==> src/rtl/adc_host_pkg.sv <==
package adc_host_pkg;

  localparam int RES_W = 14;
  localparam int BUS_W = 8;
  localparam int HI_W  = RES_W - BUS_W;

  typedef enum logic [2:0] {
    S_IDLE,
    S_ACQ_LO,
    S_ACQ_HI,
    S_CNV_LO,
    S_CNV_HI,
    S_RD_HI,
    S_RD_LO
  } seq_state_t;

  typedef struct packed {
    logic cs_n;
    logic rc;
    logic hben;
  } pins_t;

  function automatic int max2(input int a, input int b);
    return (a > b) ? a : b;
  endfunction

  // Pin levels held during each sequencer state.
  function automatic pins_t pin_decode(input seq_state_t st, input logic shdn);
    pins_t p;
    p = '{cs_n: 1'b1, rc: 1'b0, hben: 1'b0};
    case (st)
      S_ACQ_LO: p = '{cs_n: 1'b0, rc: 1'b0, hben: 1'b0};
      S_ACQ_HI: p = '{cs_n: 1'b1, rc: shdn, hben: 1'b0};
      S_CNV_LO: p = '{cs_n: 1'b0, rc: shdn, hben: 1'b0};
      S_CNV_HI: p = '{cs_n: 1'b1, rc: 1'b1, hben: 1'b0};
      S_RD_HI:  p = '{cs_n: 1'b0, rc: 1'b1, hben: 1'b1};
      S_RD_LO:  p = '{cs_n: 1'b0, rc: 1'b1, hben: 1'b0};
      default:  p = '{cs_n: 1'b1, rc: 1'b0, hben: 1'b0};
    endcase
    return p;
  endfunction

endpackage

==> src/rtl/adc_host_sync.sv <==
module adc_host_sync #(
  parameter int STAGES = 2
) (
  input  logic clk,
  input  logic rst_n,
  input  logic din,
  output logic dout
);
  logic [STAGES-1:0] chain_q;

  generate
    for (genvar i = 0; i < STAGES; i++) begin : g_stage
      if (i == 0) begin : g_first
        always_ff @(posedge clk) begin
          if (!rst_n) chain_q[0] <= 1'b1;
          else        chain_q[0] <= din;
        end
      end else begin : g_next
        always_ff @(posedge clk) begin
          if (!rst_n) chain_q[i] <= 1'b1;
          else        chain_q[i] <= chain_q[i-1];
        end
      end
    end
  endgenerate

  assign dout = chain_q[STAGES-1];
endmodule

==> src/rtl/adc_host_pacer.sv <==
module adc_host_pacer
  import adc_host_pkg::*;
#(
  parameter int RELINQ_CYC  = 4,
  parameter int CS_HIGH_CYC = 4,
  parameter int PERIOD_CYC  = 741
) (
  input  logic clk,
  input  logic rst_n,
  input  logic cs_n,
  input  logic take,
  output logic pace_ok
);
  localparam int GAP = max2(RELINQ_CYC, CS_HIGH_CYC);
  localparam int GW  = $clog2(GAP + 1);
  localparam int PW  = $clog2(PERIOD_CYC + 1);

  logic [GW-1:0] gap_q;
  logic [PW-1:0] per_q;

  // Cycles chip-select has been high since its last rise.
  always_ff @(posedge clk) begin
    if (!rst_n)                 gap_q <= GW'(GAP);
    else if (!cs_n)             gap_q <= '0;
    else if (int'(gap_q) < GAP) gap_q <= gap_q + 1'b1;
  end

  // Cycles since the last accepted start.
  always_ff @(posedge clk) begin
    if (!rst_n)                        per_q <= PW'(PERIOD_CYC);
    else if (take)                     per_q <= PW'(1);
    else if (int'(per_q) < PERIOD_CYC) per_q <= per_q + 1'b1;
  end

  assign pace_ok = (int'(gap_q) >= GAP) && (int'(per_q) >= PERIOD_CYC);

  // a start is taken only once both gaps are over (gap counter is fed by cs_n).
  assert_gap_before_start_R8: assert property (@(posedge clk) disable iff (!rst_n)
    take |-> cs_n && (int'(gap_q) >= GAP));
endmodule

==> src/rtl/adc_host_fsm.sv <==
module adc_host_fsm
  import adc_host_pkg::*;
#(
  parameter int CS_LOW_CYC  = 4,
  parameter int CS_HIGH_CYC = 4,
  parameter int DATA_DLY_CYC = 4,
  parameter int ACQ_CYC     = 200,
  parameter int SETTLE_CYC  = 1200000,
  parameter int TIMEOUT_CYC = 600
) (
  input  logic clk,
  input  logic rst_n,
  input  logic start,
  input  logic mode_in,
  input  logic pace_ok,
  input  logic hold,
  input  logic eoc_low,
  output logic cs_n,
  output logic rc,
  output logic hben,
  output logic cap_hi,
  output logic cap_lo,
  output logic take,
  output logic idle,
  output logic err_timeout
);
  localparam int W_FAST = max2(CS_HIGH_CYC, ACQ_CYC);
  localparam int W_SLOW = max2(W_FAST, SETTLE_CYC);
  localparam int L_RDLO = max2(DATA_DLY_CYC, CS_LOW_CYC);
  localparam int LMAX   = max2(max2(W_SLOW, TIMEOUT_CYC), max2(L_RDLO, CS_LOW_CYC));
  localparam int CW     = $clog2(LMAX + 1);

  seq_state_t    state_q, state_nxt;
  logic [CW-1:0] cnt_q;
  logic          mode_q, prev_shdn_q, settle_q, err_q;
  logic          conv_done, conv_tmo;
  pins_t         pins_q;

  assign idle = (state_q == S_IDLE);
  assign take = idle && start && pace_ok && !hold;

  always_comb begin
    state_nxt = state_q;
    cap_hi    = 1'b0;
    cap_lo    = 1'b0;
    conv_done = 1'b0;
    conv_tmo  = 1'b0;
    case (state_q)
      S_IDLE:   if (take) state_nxt = S_ACQ_LO;
      S_ACQ_LO: if (int'(cnt_q) == CS_LOW_CYC - 1) state_nxt = S_ACQ_HI;
      S_ACQ_HI: if (int'(cnt_q) == (settle_q ? W_SLOW : W_FAST) - 1) state_nxt = S_CNV_LO;
      S_CNV_LO: if (int'(cnt_q) == CS_LOW_CYC - 1) state_nxt = S_CNV_HI;
      S_CNV_HI: begin
        if (eoc_low && int'(cnt_q) >= CS_HIGH_CYC - 1) begin
          state_nxt = S_RD_HI;
          conv_done = 1'b1;
        end else if (int'(cnt_q) == TIMEOUT_CYC - 1) begin
          state_nxt = S_IDLE;
          conv_tmo  = 1'b1;
        end
      end
      S_RD_HI: if (int'(cnt_q) == DATA_DLY_CYC - 1) begin
        state_nxt = S_RD_LO;
        cap_hi    = 1'b1;
      end
      S_RD_LO: if (int'(cnt_q) == L_RDLO - 1) begin
        state_nxt = S_IDLE;
        cap_lo    = 1'b1;
      end
      default: state_nxt = S_IDLE;
    endcase
  end

  always_ff @(posedge clk) begin
    if (!rst_n) begin
      state_q <= S_IDLE;
      cnt_q   <= '0;
    end else begin
      state_q <= state_nxt;
      if (state_nxt != state_q)   cnt_q <= '0;
      else if (int'(cnt_q) < LMAX) cnt_q <= cnt_q + 1'b1;
    end
  end

  // Cycle context: mode, settle need, power history, error flag.
  always_ff @(posedge clk) begin
    if (!rst_n) begin
      mode_q      <= 1'b0;
      settle_q    <= 1'b1;
      prev_shdn_q <= 1'b1;
      err_q       <= 1'b0;
    end else begin
      if (take) begin
        mode_q   <= mode_in;
        settle_q <= prev_shdn_q;
        err_q    <= 1'b0;
      end
      if (conv_done) prev_shdn_q <= mode_q;
      if (conv_tmo) begin
        prev_shdn_q <= 1'b1;
        err_q       <= 1'b1;
      end
    end
  end

  // Pins registered from the next state so the converter sees clean edges.
  always_ff @(posedge clk) begin
    if (!rst_n) pins_q <= pin_decode(S_IDLE, 1'b0);
    else        pins_q <= pin_decode(state_nxt, mode_q);
  end

  assign cs_n        = pins_q.cs_n;
  assign rc          = pins_q.rc;
  assign hben        = pins_q.hben;
  assign err_timeout = err_q;

  // Checker counters for pulse widths and fall spacing.
  logic [CW-1:0] low_run_q, high_run_q, since_fall_q;
  logic          cs_prev_q;
  always_ff @(posedge clk) begin
    if (!rst_n) begin
      low_run_q    <= '0;
      high_run_q   <= CW'(LMAX);
      since_fall_q <= CW'(LMAX);
      cs_prev_q    <= 1'b1;
    end else begin
      cs_prev_q <= cs_n;
      if (cs_n) begin
        low_run_q <= '0;
        if (int'(high_run_q) < LMAX) high_run_q <= high_run_q + 1'b1;
      end else begin
        high_run_q <= '0;
        if (int'(low_run_q) < LMAX) low_run_q <= low_run_q + 1'b1;
      end
      if (cs_prev_q && !cs_n)          since_fall_q <= CW'(1);
      else if (int'(since_fall_q) < LMAX) since_fall_q <= since_fall_q + 1'b1;
    end
  end

  assert_rc_moves_high_R3: assert property (@(posedge clk) disable iff (!rst_n)
    (rc != $past(rc)) |-> cs_n);

  assert_cs_low_width_R5: assert property (@(posedge clk) disable iff (!rst_n)
    $rose(cs_n) |-> int'(low_run_q) >= CS_LOW_CYC);

  assert_cs_high_width_R5: assert property (@(posedge clk) disable iff (!rst_n)
    $fell(cs_n) |-> int'(high_run_q) >= CS_HIGH_CYC);

  assert_settle_span_R7: assert property (@(posedge clk) disable iff (!rst_n)
    ($fell(cs_n) && state_q == S_CNV_LO && settle_q) |-> int'(since_fall_q) >= SETTLE_CYC);

  assert_timeout_parks_R11: assert property (@(posedge clk) disable iff (!rst_n)
    $rose(err_q) |-> cs_n && !rc && !hben);
endmodule

==> src/rtl/adc_host_pack.sv <==
module adc_host_pack
  import adc_host_pkg::*;
#(
  parameter bit BIPOLAR = 1'b1
) (
  input  logic             clk,
  input  logic             rst_n,
  input  logic             cap_hi,
  input  logic             cap_lo,
  input  logic [BUS_W-1:0] bus,
  input  logic             ready,
  output logic             valid,
  output logic [RES_W-1:0] data,
  output logic [RES_W-1:0] sdata
);
  logic [HI_W-1:0]  hi_q;
  logic [RES_W-1:0] data_q;
  logic             valid_q;

  always_ff @(posedge clk) begin
    if (!rst_n) begin
      hi_q    <= '0;
      data_q  <= '0;
      valid_q <= 1'b0;
    end else begin
      if (cap_hi) hi_q <= bus[HI_W-1:0];
      if (cap_lo) begin
        data_q  <= {hi_q, bus};
        valid_q <= 1'b1;
      end else if (valid_q && ready) begin
        valid_q <= 1'b0;
      end
    end
  end

  generate
    if (BIPOLAR) begin : g_bip
      assign sdata = {~data_q[RES_W-1], data_q[RES_W-2:0]};
    end else begin : g_uni
      assign sdata = data_q;
    end
  endgenerate

  assign valid = valid_q;
  assign data  = data_q;

  assert_hold_until_taken_R9: assert property (@(posedge clk) disable iff (!rst_n)
    (valid_q && !ready) |=> valid_q && $stable(data_q));

  assert_upper_pad_zero_R6: assert property (@(posedge clk) disable iff (!rst_n)
    cap_hi |-> bus[BUS_W-1:HI_W] == '0);
endmodule

==> src/rtl/adc_host_seq.sv <==
module adc_host_seq
  import adc_host_pkg::*;
#(
  parameter int CS_LOW_CYC   = 4,
  parameter int CS_HIGH_CYC  = 4,
  parameter int DATA_DLY_CYC = 4,
  parameter int ACQ_CYC      = 200,
  parameter int SETTLE_CYC   = 1200000,
  parameter int RELINQ_CYC   = 4,
  parameter int PERIOD_CYC   = 741,
  parameter int TIMEOUT_CYC  = 600,
  parameter int SYNC_STAGES  = 2,
  parameter bit BIPOLAR      = 1'b1
) (
  input  logic             clk,
  input  logic             rst_n,
  input  logic             start,
  input  logic             shutdown_sel,
  output logic             busy,
  output logic             err_timeout,
  output logic             adc_cs_n,
  output logic             adc_rc,
  output logic             adc_hben,
  input  logic             adc_eoc_n,
  input  logic [BUS_W-1:0] adc_data,
  output logic             sample_valid,
  input  logic             sample_ready,
  output logic [RES_W-1:0] sample_data,
  output logic [RES_W-1:0] sample_signed
);
  logic eoc_n_s, pace_ok, take, idle, cap_hi, cap_lo;

  adc_host_sync #(.STAGES(SYNC_STAGES)) u_sync (
    .clk(clk), .rst_n(rst_n), .din(adc_eoc_n), .dout(eoc_n_s)
  );

  adc_host_pacer #(
    .RELINQ_CYC(RELINQ_CYC), .CS_HIGH_CYC(CS_HIGH_CYC), .PERIOD_CYC(PERIOD_CYC)
  ) u_pacer (
    .clk(clk), .rst_n(rst_n), .cs_n(adc_cs_n), .take(take), .pace_ok(pace_ok)
  );

  adc_host_fsm #(
    .CS_LOW_CYC(CS_LOW_CYC), .CS_HIGH_CYC(CS_HIGH_CYC), .DATA_DLY_CYC(DATA_DLY_CYC),
    .ACQ_CYC(ACQ_CYC), .SETTLE_CYC(SETTLE_CYC), .TIMEOUT_CYC(TIMEOUT_CYC)
  ) u_fsm (
    .clk(clk), .rst_n(rst_n), .start(start), .mode_in(shutdown_sel),
    .pace_ok(pace_ok), .hold(sample_valid), .eoc_low(!eoc_n_s),
    .cs_n(adc_cs_n), .rc(adc_rc), .hben(adc_hben),
    .cap_hi(cap_hi), .cap_lo(cap_lo), .take(take), .idle(idle),
    .err_timeout(err_timeout)
  );

  adc_host_pack #(.BIPOLAR(BIPOLAR)) u_pack (
    .clk(clk), .rst_n(rst_n), .cap_hi(cap_hi), .cap_lo(cap_lo), .bus(adc_data),
    .ready(sample_ready), .valid(sample_valid), .data(sample_data), .sdata(sample_signed)
  );

  assign busy = !(idle && pace_ok && !sample_valid);
endmodule

==> config.mk <==
export PLATFORM = sky130hd
export DESIGN_NAME = adc_host_seq
export DESIGN_NICKNAME = d
export VERILOG_FILES = /design/src/rtl/adc_host_pkg.sv /design/src/rtl/adc_host_sync.sv /design/src/rtl/adc_host_pacer.sv /design/src/rtl/adc_host_fsm.sv /design/src/rtl/adc_host_pack.sv /design/src/rtl/adc_host_seq.sv
export SDC_FILE = /design/constraint.sdc
export NUM_CORES = 1
export LEC_CHECK = 0
export ABC_AREA = 1
export BUFFER_PORTS_ARGS = -buffer_cell sky130_fd_sc_hd__buf_2
export CAP_MARGIN = 10
export CORE_ASPECT_RATIO = 2
export CORE_MARGIN = 4
export CORE_UTILIZATION = 40
export DETAILED_ROUTE_END_ITERATION = 7
export PLACE_DENSITY_LB_ADDON = 0.12
export SETUP_SLACK_MARGIN = 0.02
export SLEW_MARGIN = 20
export SYNTH_ARGS = -nofsm -noshare
export SYNTH_HDL_FRONTEND = slang
export SYNTH_SLANG_ARGS = --single-unit
==> constraint.sdc <==
create_clock -name clk -period 2.7 [get_ports clk]
set_input_delay 0.54 -clock clk [delete_from_list [all_inputs] [get_ports clk]]
set_output_delay 0.54 -clock clk [all_outputs]
set_load 0.05 [all_outputs]
==> results.ini, run 1 <==
[setup_path]
critPathLaunchType = register
cp.required_ns = 2.97
cpPeakStageDelay_ns = 0.41
critPathCaptureType = register
crit_arrival_ns = 2.62
worstPathCellList = ha_1 -> inv_1 -> nor3_4 -> nand2_4 -> nor2_4 -> nor2_1 -> nor2_4 -> nand3_4 -> nand2_2 -> nand3_2 -> buf_12 -> nor2_2
crit_fanout = 12
path_buf_inv = 2
worst_path_most_repeated_cell = nor2_4
critical-path-top-delay-family = simple AND/OR/NAND/NOR gates
crit_path_top_delay_cell = dfxtp_1
crit_type = reg2reg

[clocking]
clk_pin_slew_ns = 0.06
cts-resized-gates = 0
worst_skew_pair.late_latency_ns = 0.33
cts_root_buf = clkbuf_16
cts_sinks = 67
clk_path_buf_depth = 2
cts_tree = built
numCtsBuffers = 9
ctsHoldBuffers = 0
h-tree-depth = 3
postCtsSetupBuffers = 0

[route]
drtIter0Drc = 169
wl_met2_um = 5644
first_pass_iters = 7
ant_nets = 0
drt_wl_total_um = 10020
drt-met1-wl_um = 3673
drc_errors = 0
vias_per_cell = 4.828
post_drt_wl_per_cell_um = 13.67
highest_layer = met4
wl_met3_um = 266
vias = 3539

[synth]
synth_cell_types = 34
synth-main-ff-cell = dfxtp_1
ys_warn_count = 0
ys_async_sr_fraction = 0
mappedNetlistNets = 592
synth_seq_cells = 67
ys_seq_area_frac = 0.3383
syn_avg_cell_area_um2 = 6.932
netlist_area_um2 = 3965
synth_edf_count = 0
syn_inst = 572

[place]
placed_cell_area_um2 = 4129
port_buffers = 47
place.gp.congestion = 0.8990
place_hpwl_um = 7828

[worst_hold_path]
hp-class = in2reg

[floorplan]
ios = 48
die_y_um = 148.8
design.die.area_um2 = 11670
die_x_um = 78.40
core_area_um2 = 9699
rows = 51
start_util = 0.4088

[status]
status = finished, final reports clean

[global_route]
track_usage = 0.1813
grt_pass1_vias = 3473
grt.overflow.total = 0
antenna_found_initial = 0
grt_pass1_wl_um = 16430
grt_max_degree = 37

[timing]
max_freq_mhz = 425.3
setup_viol = 0
clock_skew_ns = 0.006921
tightest_slew_ns = 0.7001
holdWs_ns = 0.3988
hold_viol_final = 0
timing.slew.headroom = 0.5297
rsz0062_at_grt = false
fin_crit_sh = 0.8709
slew_violations = 0
tns_ns = 0
final.min_clock_period_ns = 2.351

[pwr]
power.density_nw_per_um2 = 808.3
fin_total_pwr_uw = 3614
irDropWorstVdd_uv = 577.0
p_leak_uw = 0.002012

[final_layout]
area_delta_synth_final_pct = 12.75
n_antenna_cell = 0
fillers = 1054
drive_above_1_share = 0.1963
final_nets = 616
fin_area_um2 = 4471
seqCellArea_um2 = 1341
multiInputGateArea_um2 = 2048

[flow_run]
maxCapViolCount = 0

-- through the flow --
stage / cells / util / setup WS [ns]
floorplan: 572 / - / 0.9037
CTS: 733 / 0.4609 / 0.3040
detailed placement: 717 / 0.4257 / 0.3204
global placement: 717 / 0.4257 / 0.3775
global route: 733 / 0.4609 / 0.1338
finish: 733 / 0.4609 / 0.3487
-- final timing paths --
check / depth (start not counted) / slack [ns] / start / endpoint
worst max-delay path: 12 / 0.35 / u_fsm.cnt_q[0] / u_fsm.cnt_q[20]
worst min register to register: 1 / 0.41 / u_sync.chain_q[0] / u_sync.dout
worst min-delay path: 2 / 0.40 / adc_eoc_n / u_sync.chain_q[0]
worst max register to register: 12 / 0.35 / u_fsm.cnt_q[0] / u_fsm.cnt_q[20]
-- layout make-up --
cell class	count	share of cell area
clock inverters	7	0.02603
inverters	77	0.06465
multi-input cells	389	0.4582
repair buffers	52	0.06381
flip-flops and latches	67	0.3000
clock buffers	9	0.05038
well taps	132	0.03694
-- cell usage in the layout, fill, tap and decap left out, types with 7 or more instances in the layout --
cell type and instances:
o21ai_0 45, nand3_1 33, inv_1 75, nand4_1 14, a21oi_1 23, nor3_1 17
dfxtp_1 67, clkbuf_16 9, nor2_1 65, xor2_1 15, nand2_1 109, nor2_2 24
nor2_4 7, buf_2 47
-- sequential cells by signal, indices dropped and copies added (netlist names) --
register / count
u_pack.valid: 1
u_fsm.cs_n: 1
u_fsm.mode_q: 1
u_pack.data: 14
u_pack.hi_q: 6
u_fsm.state_q: 3
u_fsm.rc: 1
u_fsm.prev_shdn_q: 1
u_fsm.err_timeout: 1
u_sync.dout: 1
u_fsm.settle_q: 1
u_sync.chain_q: 1
u_fsm.hben: 1
u_fsm.cnt_q: 21
u_pacer.gap_q: 3
u_pacer.per_q: 10
-- synthesized netlist by cell type, drive strengths merged, types with 3 or more instances --
master	instances	area (µm²)
nand2	117	469.2
nor2	97	493.0
inv	77	289.0
dfxtp	67	1341
o21ai	45	225.2
nand3	38	230.2
buf	36	275.3
a21oi	23	115.1
nor3	18	101.4
xor2	15	131.4
nand4	14	87.58
ha	6	75.07
nand3b	4	30.03
clkbuf	3	11.26
xnor2	3	26.28
-- cells by family (layout without fill, tap and decap cells) --
group,Yosys count,after routing,synth area share
flops,67,67,0.3383
fa+ha+maj,6,6,0.01893
buf+inv,116,145,0.1452
compound gates,73,73,0.09562
xor+xnor,18,18,0.03976
simple gates,292,292,0.3623
-- report_power, final --
part | internal, µW | total [µW] | leakage [µW] | switching [µW]
sequential | 1100 | 1210 | 0.000543 | 110
clock | 900 | 1350 | 0.000165 | 451
combinational | 337 | 1050 | 0.00130 | 714
total | 2340 | 3610 | 0.00201 | 1270
-- routing by layer --
| metal | vias to the layer above | GRT usage |
|---|---|---|
| met2 | 75 | 0.3505 |
| li1 | 1834 | - |
| met3 | 31 | 0.03507 |
| met4 | 0 | 0.1007 |
| met5 | - | 0 |
| met1 | 1599 | 0.1736 |
Power figures use the tool's default switching activity.
==> run 2, diff against run 1 <==
- ABC_AREA: 1 -> default
- CORE_UTILIZATION: 40 -> 45
==> results.ini, run 2 <==
[final_layout]
mostFrequentLayoutCells = 67 x dfxtp_1, 49 x nand2_1, 47 x buf_2  ; was 109 x nand2_1, 75 x inv_1, 67 x dfxtp_1
final_common_cell = dfxtp_1  ; was nand2_1
drive_above_1_share = 0.2335  ; was 0.1963
n_antenna_cell = 0  ; unchanged
fin_area_um2 = 3821  ; was 4471 µm²
post-route-util = 0.5463  ; was 0.4609
largest_reg_flops = 21  ; unchanged
final_nets = 439  ; was 616
largest_register = u_fsm.cnt_q  ; unchanged
area_delta_synth_final_pct = 16.61  ; was 12.75%

[route]
vias = 2741  ; was 3539
drtIter0Drc = 100  ; was 169
drc_errors = 0  ; unchanged
ant_nets = 0  ; unchanged
vias_per_cell = 5.333  ; was 4.828
drt_wl_total_um = 7457  ; was 10020 µm
first_pass_iters = 4  ; was 7
post_drt_wl_per_cell_um = 14.51  ; was 13.67 µm

[clocking]
numCtsBuffers = 9  ; unchanged
ctsHoldBuffers = 0  ; unchanged
cts-resized-gates = 0  ; unchanged
h-tree-depth = 3  ; unchanged
cts_sinks = 67  ; unchanged
clk_path_buf_depth = 2  ; unchanged
clk_pin_slew_ns = 0.05  ; was 0.06 ns
worst_skew_pair.late_latency_ns = 0.33  ; about the same
postCtsSetupBuffers = 0  ; unchanged
cts_root_buf = clkbuf_16  ; unchanged
cts_tree = built  ; unchanged

[timing]
tightest_slew_ns = 0.5221  ; was 0.7001 ns
hold_viol_final = 0  ; unchanged
rsz0062_at_grt = false  ; unchanged
tns_ns = 0  ; unchanged
slew_violations = 0  ; unchanged
fin_crit_sh = 0.9213  ; was 0.8709
max_freq_mhz = 402.0  ; was 425.3 MHz
setup_viol = 0  ; unchanged
final.min_clock_period_ns = 2.488  ; was 2.351 ns
holdWs_ns = 0.3850  ; was 0.3988 ns
timing.slew.headroom = 0.6519  ; was 0.5297
clock_skew_ns = 0.005358  ; was 0.006921 ns

[setup_path]
crit_fanout = 6  ; was 12
crit_arrival_ns = 1.95  ; was 2.62 ns
critPathLaunchType = register  ; unchanged
crit_type = reg2out  ; was reg2reg
critPathCaptureType = output pin  ; was register
r2r-start = u_fsm.cnt_q[10]  ; was u_fsm.cnt_q[0]
r2r_end = u_fsm.cnt_q[8]  ; was u_fsm.cnt_q[20]
rr_worst_depth = 6  ; was 12
reg2reg_slack_ns = 0.24  ; was 0.35 ns
cp.required_ns = 2.16  ; was 2.97 ns

[synth]
yosysTopAreaCell = dfxtp_1  ; unchanged
ys_top_cells_by_count = 67 x dfxtp_1, 49 x nand2_1, 42 x nor2_1  ; was 109 x nand2_1, 75 x inv_1, 67 x dfxtp_1
synth_compound_area_frac = 0.1149  ; was 0.09561
ys_async_sr_fraction = 0  ; unchanged
ys_seq_area_frac = 0.4093  ; was 0.3383
synth_seq_cells = 67  ; unchanged
muxShareOfSynthArea = 0.03398  ; was 0
synth_area_leaders = dfxtp_1 41%, nand2_1 5.6%, nor2_1 4.8%  ; was dfxtp_1 34%, nand2_1 10%, inv_1 7.1%
syn_avg_cell_area_um2 = 8.534  ; was 6.932 µm²
synth_top_area_share = 0.4093  ; was 0.3383
netlist_area_um2 = 3277  ; was 3965 µm²
ys_warn_count = 0  ; unchanged
synth-main-ff-cell = dfxtp_1  ; unchanged
synth_xor_area_frac = 0.07216  ; was 0.03976
synthSimpleGateAreaFrac = 0.2768  ; was 0.3623
synth_cell_types = 60  ; was 34
synth_adder_area_share = 0.02596  ; was 0.01893
mappedNetlistNets = 404  ; was 592
synth_top_family_by_area = simple AND/OR/NAND/NOR gates  ; unchanged
syn_inst = 384  ; was 572
synth.most_common_cell = dfxtp_1  ; was nand2_1
synth_edf_count = 0  ; unchanged

[status]
status = finished, final reports clean  ; unchanged

[global_route]
grt_use_met2 = 0.3322  ; was 0.3505
grt_use_met1 = 0.1795  ; was 0.1736
gr-usage-met3 = 0.05328  ; was 0.03507
track_usage = 0.1875  ; was 0.1813
grt_pass1_wl_um = 12410  ; was 16430 µm
grt_pass1_vias = 2802  ; was 3473
antenna_found_initial = 0  ; unchanged
grt_max_degree = 27  ; was 37
grt.overflow.total = 0  ; unchanged
gr-max-usage-layer = met2  ; unchanged

[worst_hold_path]
hp-start = adc_eoc_n  ; unchanged
hold_path_depth = 2  ; unchanged
hold_path_end = u_sync.chain_q[0]  ; unchanged
hp-class = in2reg  ; unchanged

[place]
placed_cell_area_um2 = 3507  ; was 4129 µm²
place.gp.congestion = 0.9128  ; was 0.8990
place_hpwl_um = 5686  ; was 7828 µm
port_buffers = 47  ; unchanged

[pwr]
irDropWorstVdd_uv = 576.0  ; was 577.0 µV
p_leak_uw = 0.001584  ; was 0.002012 µW
power.density_nw_per_um2 = 836.0  ; was 808.3 nW/µm²

[floorplan]
core_area_um2 = 6994  ; was 9699 µm²
design.die.area_um2 = 8794  ; was 11670 µm²
die_y_um = 128.7  ; was 148.8 µm
start_util = 0.4685  ; was 0.4088
die_x_um = 68.34  ; was 78.40 µm
ios = 48  ; unchanged
rows = 43  ; was 51

[flow_run]
maxCapViolCount = 0  ; unchanged

## run 2: cell types whose count changed in the layout (fill, tap and decap cells not counted), moves of 6 or more
cell,previous run,this run
inv_1,75,8
nand2_1,109,49
o21ai_0,45,6
nor2_1,65,42
nand3_1,33,15
nor2_2,24,10
nor3_1,17,5
mux2i_1,0,10
and3_1,1,10
and2_1,0,7
nor2_4,7,0
xnor2_1,3,10
nand2_2,6,0
## run 2: power by group
part           leakage (µW)  switching, µW  internal, µW  total [µW]
Combinational      0.000886            490           296         785
Clock              0.000155            406           785        1190
Sequential         0.000543            129          1090        1220
## run 2: final cells by class
type	instances	area, µm²
flip-flops and latches	67	1341
well taps	90	112.6
fillers	691	3173
clock inverters	4	47.55
inverters	9	33.78
repair buffers	56	302.8
clock buffers	12	266.5
multi-input cells	276	1717
## run 2: worst max path at each step
stage | startpoint | endpoint | slack [ns] | cells after the start
after global placement | u_fsm.cnt_q[10] | u_fsm.cnt_q[5] | 0.28 | 6
after floorplan | u_fsm.cnt_q[10] | u_fsm.cnt_q[20] | 0.43 | 7
after global routing | u_pacer.per_q[0] | busy | 0.05 | 7
final | u_pacer.per_q[0] | busy | 0.21 | 7
after detailed placement | u_fsm.cnt_q[10] | u_fsm.cnt_q[5] | 0.24 | 6
after CTS | u_pacer.per_q[0] | busy | 0.19 | 7
## run 2: worst max-delay path, cell delays in order (launching register included)
cell and delay [ns]:
dfxtp_1 0.43, inv_1 0.09, ha_1 0.19, nand2b_1 0.14, a21oi_1 0.15, o21ai_0 0.17, a21bo_2 0.23, buf_2 0.20
## run 2: per-layer routing
layer | wire (µm) | up-vias
li1 | - | 1379
met1 | 2691 | 1276
met2 | 4051 | 59
met3 | 301 | 27
met4 | 413 | 0
met5 | 0 | -
## run 2: logic make-up (layout without fill, tap and decap cells)
family,count (synthesis),in the layout
AND/OR/NAND/NOR,176,176
multiplexers,11,11
buffers and inverters,41,81
adder cells (fa/ha/maj),7,7
flip-flops,67,67
AO/OA/AOI/OAI,55,55
XOR/XNOR,27,27
## run 2: through the flow
step                instances  worst slack (ns)  power [µW]
global route              514           0.05079        3360
CTS                       514            0.1913        3241
floorplan                 384            0.4263        1833
detailed placement        498            0.2409        2035
global placement          498            0.2802        2029
finish                    514            0.2125        3194
==> run 3, diff against run 2 <==
- ABC_AREA: default -> 1
- CELL_PAD_IN_SITES_DETAIL_PLACEMENT: default -> 0
- CELL_PAD_IN_SITES_GLOBAL_PLACEMENT: default -> 2
- CORE_UTILIZATION: 45 -> 35
==> results.ini, run 3 (synthesis gave the netlist of run 1 again) <==
[clocking]
cts_root_buf = clkbuf_16  ; unchanged
clk_path_buf_depth = 2  ; unchanged
postCtsSetupBuffers = 0  ; unchanged
cts-resized-gates = 0  ; unchanged
numCtsBuffers = 9  ; unchanged
h-tree-depth = 3  ; unchanged
ctsHoldBuffers = 0  ; unchanged
cts_sinks = 67  ; unchanged
worst_skew_pair.late_latency_ns = 0.33  ; about the same
cts_tree = built  ; unchanged
clk_pin_slew_ns = 0.06  ; was 0.05 ns

[floorplan]
die_y_um = 158.5  ; was 128.7 µm
rows = 54  ; was 43
core_area_um2 = 11010  ; was 6994 µm²
die_x_um = 83.26  ; was 68.34 µm
start_util = 0.3600  ; was 0.4685
ios = 48  ; unchanged
design.die.area_um2 = 13200  ; was 8794 µm²

[status]
status = finished, final reports clean  ; unchanged

[place]
port_buffers = 47  ; unchanged
place_hpwl_um = 8498  ; was 5686 µm
placed_cells = 727  ; was 498
place.gp.congestion = 0.8282  ; was 0.9128

[final_layout]
multiInputGateArea_um2 = 2048  ; was 1717 µm²
largest_reg_flops = 21  ; unchanged
fillers = 1172  ; was 691
n_antenna_cell = 0  ; unchanged
area_delta_synth_final_pct = 12.37  ; was 16.61%
final_cells = 743  ; was 514
drive_above_1_share = 0.1990  ; was 0.2335
final_common_cell = nand2_1  ; was dfxtp_1
final_nets = 618  ; was 439
mostFrequentLayoutCells = 109 x nand2_1, 75 x inv_1, 67 x dfxtp_1  ; was 67 x dfxtp_1, 49 x nand2_1, 47 x buf_2
post-route-util = 0.4046  ; was 0.5463
seqCellArea_um2 = 1341  ; unchanged
largest_register = u_fsm.cnt_q  ; unchanged

[setup_path]
cp.required_ns = 2.16  ; about the same
reg2reg_slack_ns = 0.56  ; was 0.24 ns
crit_fanout = 4  ; was 6
crit_arrival_ns = 1.66  ; was 1.95 ns
r2r-start = u_fsm.cnt_q[0]  ; was u_fsm.cnt_q[10]
r2r_end = u_pack.hi_q[4]  ; was u_fsm.cnt_q[8]
rr_worst_depth = 7  ; was 6
critPathLaunchType = register  ; unchanged
critPathCaptureType = output pin  ; unchanged
crit_type = reg2out  ; unchanged
endpoint = busy  ; unchanged
critPathLaunch = u_pacer.per_q[0]  ; unchanged

[route]
drc_errors = 0  ; unchanged
drt_wl_total_um = 10800  ; was 7457 µm
post_drt_wl_per_cell_um = 14.53  ; was 14.51 µm
drtIter0Drc = 137  ; was 100
vias_per_cell = 4.760  ; was 5.333
ant_nets = 0  ; unchanged
first_pass_iters = 4  ; unchanged
vias = 3537  ; was 2741

[global_route]
track_usage = 0.1712  ; was 0.1875
grt_max_degree = 25  ; was 27
grt_pass1_wl_um = 17690  ; was 12410 µm
antenna_found_initial = 0  ; unchanged
grt.overflow.total = 0  ; unchanged
grt_pass1_vias = 3622  ; was 2802

[pwr]
fin_total_pwr_uw = 3469  ; was 3194 µW
p_leak_uw = 0.001999  ; was 0.001584 µW
irDropWorstVdd_uv = 644.9  ; was 576.0 µV
power.density_nw_per_um2 = 778.5  ; was 836.0 nW/µm²

[timing]
hold_viol_final = 0  ; unchanged
slew_violations = 0  ; unchanged
clock_skew_ns = 0.008507  ; was 0.005358 ns
fin_crit_sh = 0.8134  ; was 0.9213
setup_viol = 0  ; unchanged
max_freq_mhz = 455.3  ; was 402.0 MHz
holdWs_ns = 0.3965  ; was 0.3850 ns
tns_ns = 0  ; unchanged
timing.slew.headroom = 0.5461  ; was 0.6519
final.min_clock_period_ns = 2.196  ; was 2.488 ns
rsz0062_at_grt = false  ; unchanged
tightest_slew_ns = 0.6783  ; was 0.5221 ns

[worst_hold_path]
hp-class = in2reg  ; unchanged

[flow_run]
maxCapViolCount = 0  ; unchanged

## run 3: changes by cell type in the layout (fill, tap and decap cells not counted), moves of 10 or more
cell     delta
nor2_2     +14
nand3_1    +18
mux2i_1    -10
o21ai_0    +39
nor2_1     +23
nor3_1     +12
inv_1      +67
nand2_1    +60
## run 3: metrics by stage
step,cell area (µm²),worst slack [ns]
floorplan,3965,0.9037
global placement,4154,0.5550
detailed placement,4154,0.5303
CTS,4456,0.4868
global route,4456,0.2077
finish,4456,0.5037
## run 3: worst min-delay path by stage
stage,startpoint,endpoint,cells past startpoint
final,adc_eoc_n,u_sync.chain_q[0],2
after global routing,adc_eoc_n,u_sync.chain_q[0],2
after CTS,adc_eoc_n,u_sync.chain_q[0],2
after detailed placement,u_sync.chain_q[0],u_sync.dout,1
after global placement,u_sync.chain_q[0],u_sync.dout,1
after floorplan,u_sync.chain_q[0],u_sync.dout,1
## run 3: routing by layer
layer,wire length [µm],global-route usage,vias to the layer above
li1,-,-,1840
met1,3965,0.1592,1610
met2,6165,0.3515,65
met3,246,0.02641,22
met4,421,0.08652,0
met5,0,0,-
## run 3: critical path: stages, from the launching register on
cell and delay, ns:
dfxtp_1 0.38, inv_1 0.09, ha_1 0.21, nand3b_1 0.18
nand3_1 0.17, nand2_1 0.08, buf_2 0.22
## run 3: power by group
group	total [µW]	leakage [µW]	switching [µW]	internal [µW]
Sequential	1210	0.000543	110	1100
Combinational	1080	0.00131	725	350
Clock	1180	0.000142	460	721
## run 3: area by class of cell
| class | count | share of cell area |
|---|---|---|
| Clock inverter | 7 | 0.01713 |
| Multi-Input combinational cell | 389 | 0.4597 |
| Sequential cell | 67 | 0.3010 |
| Timing Repair Buffer | 54 | 0.06740 |
| Tap cell | 140 | 0.03931 |
| Inverter | 77 | 0.06487 |
| Clock buffer | 9 | 0.05055 |
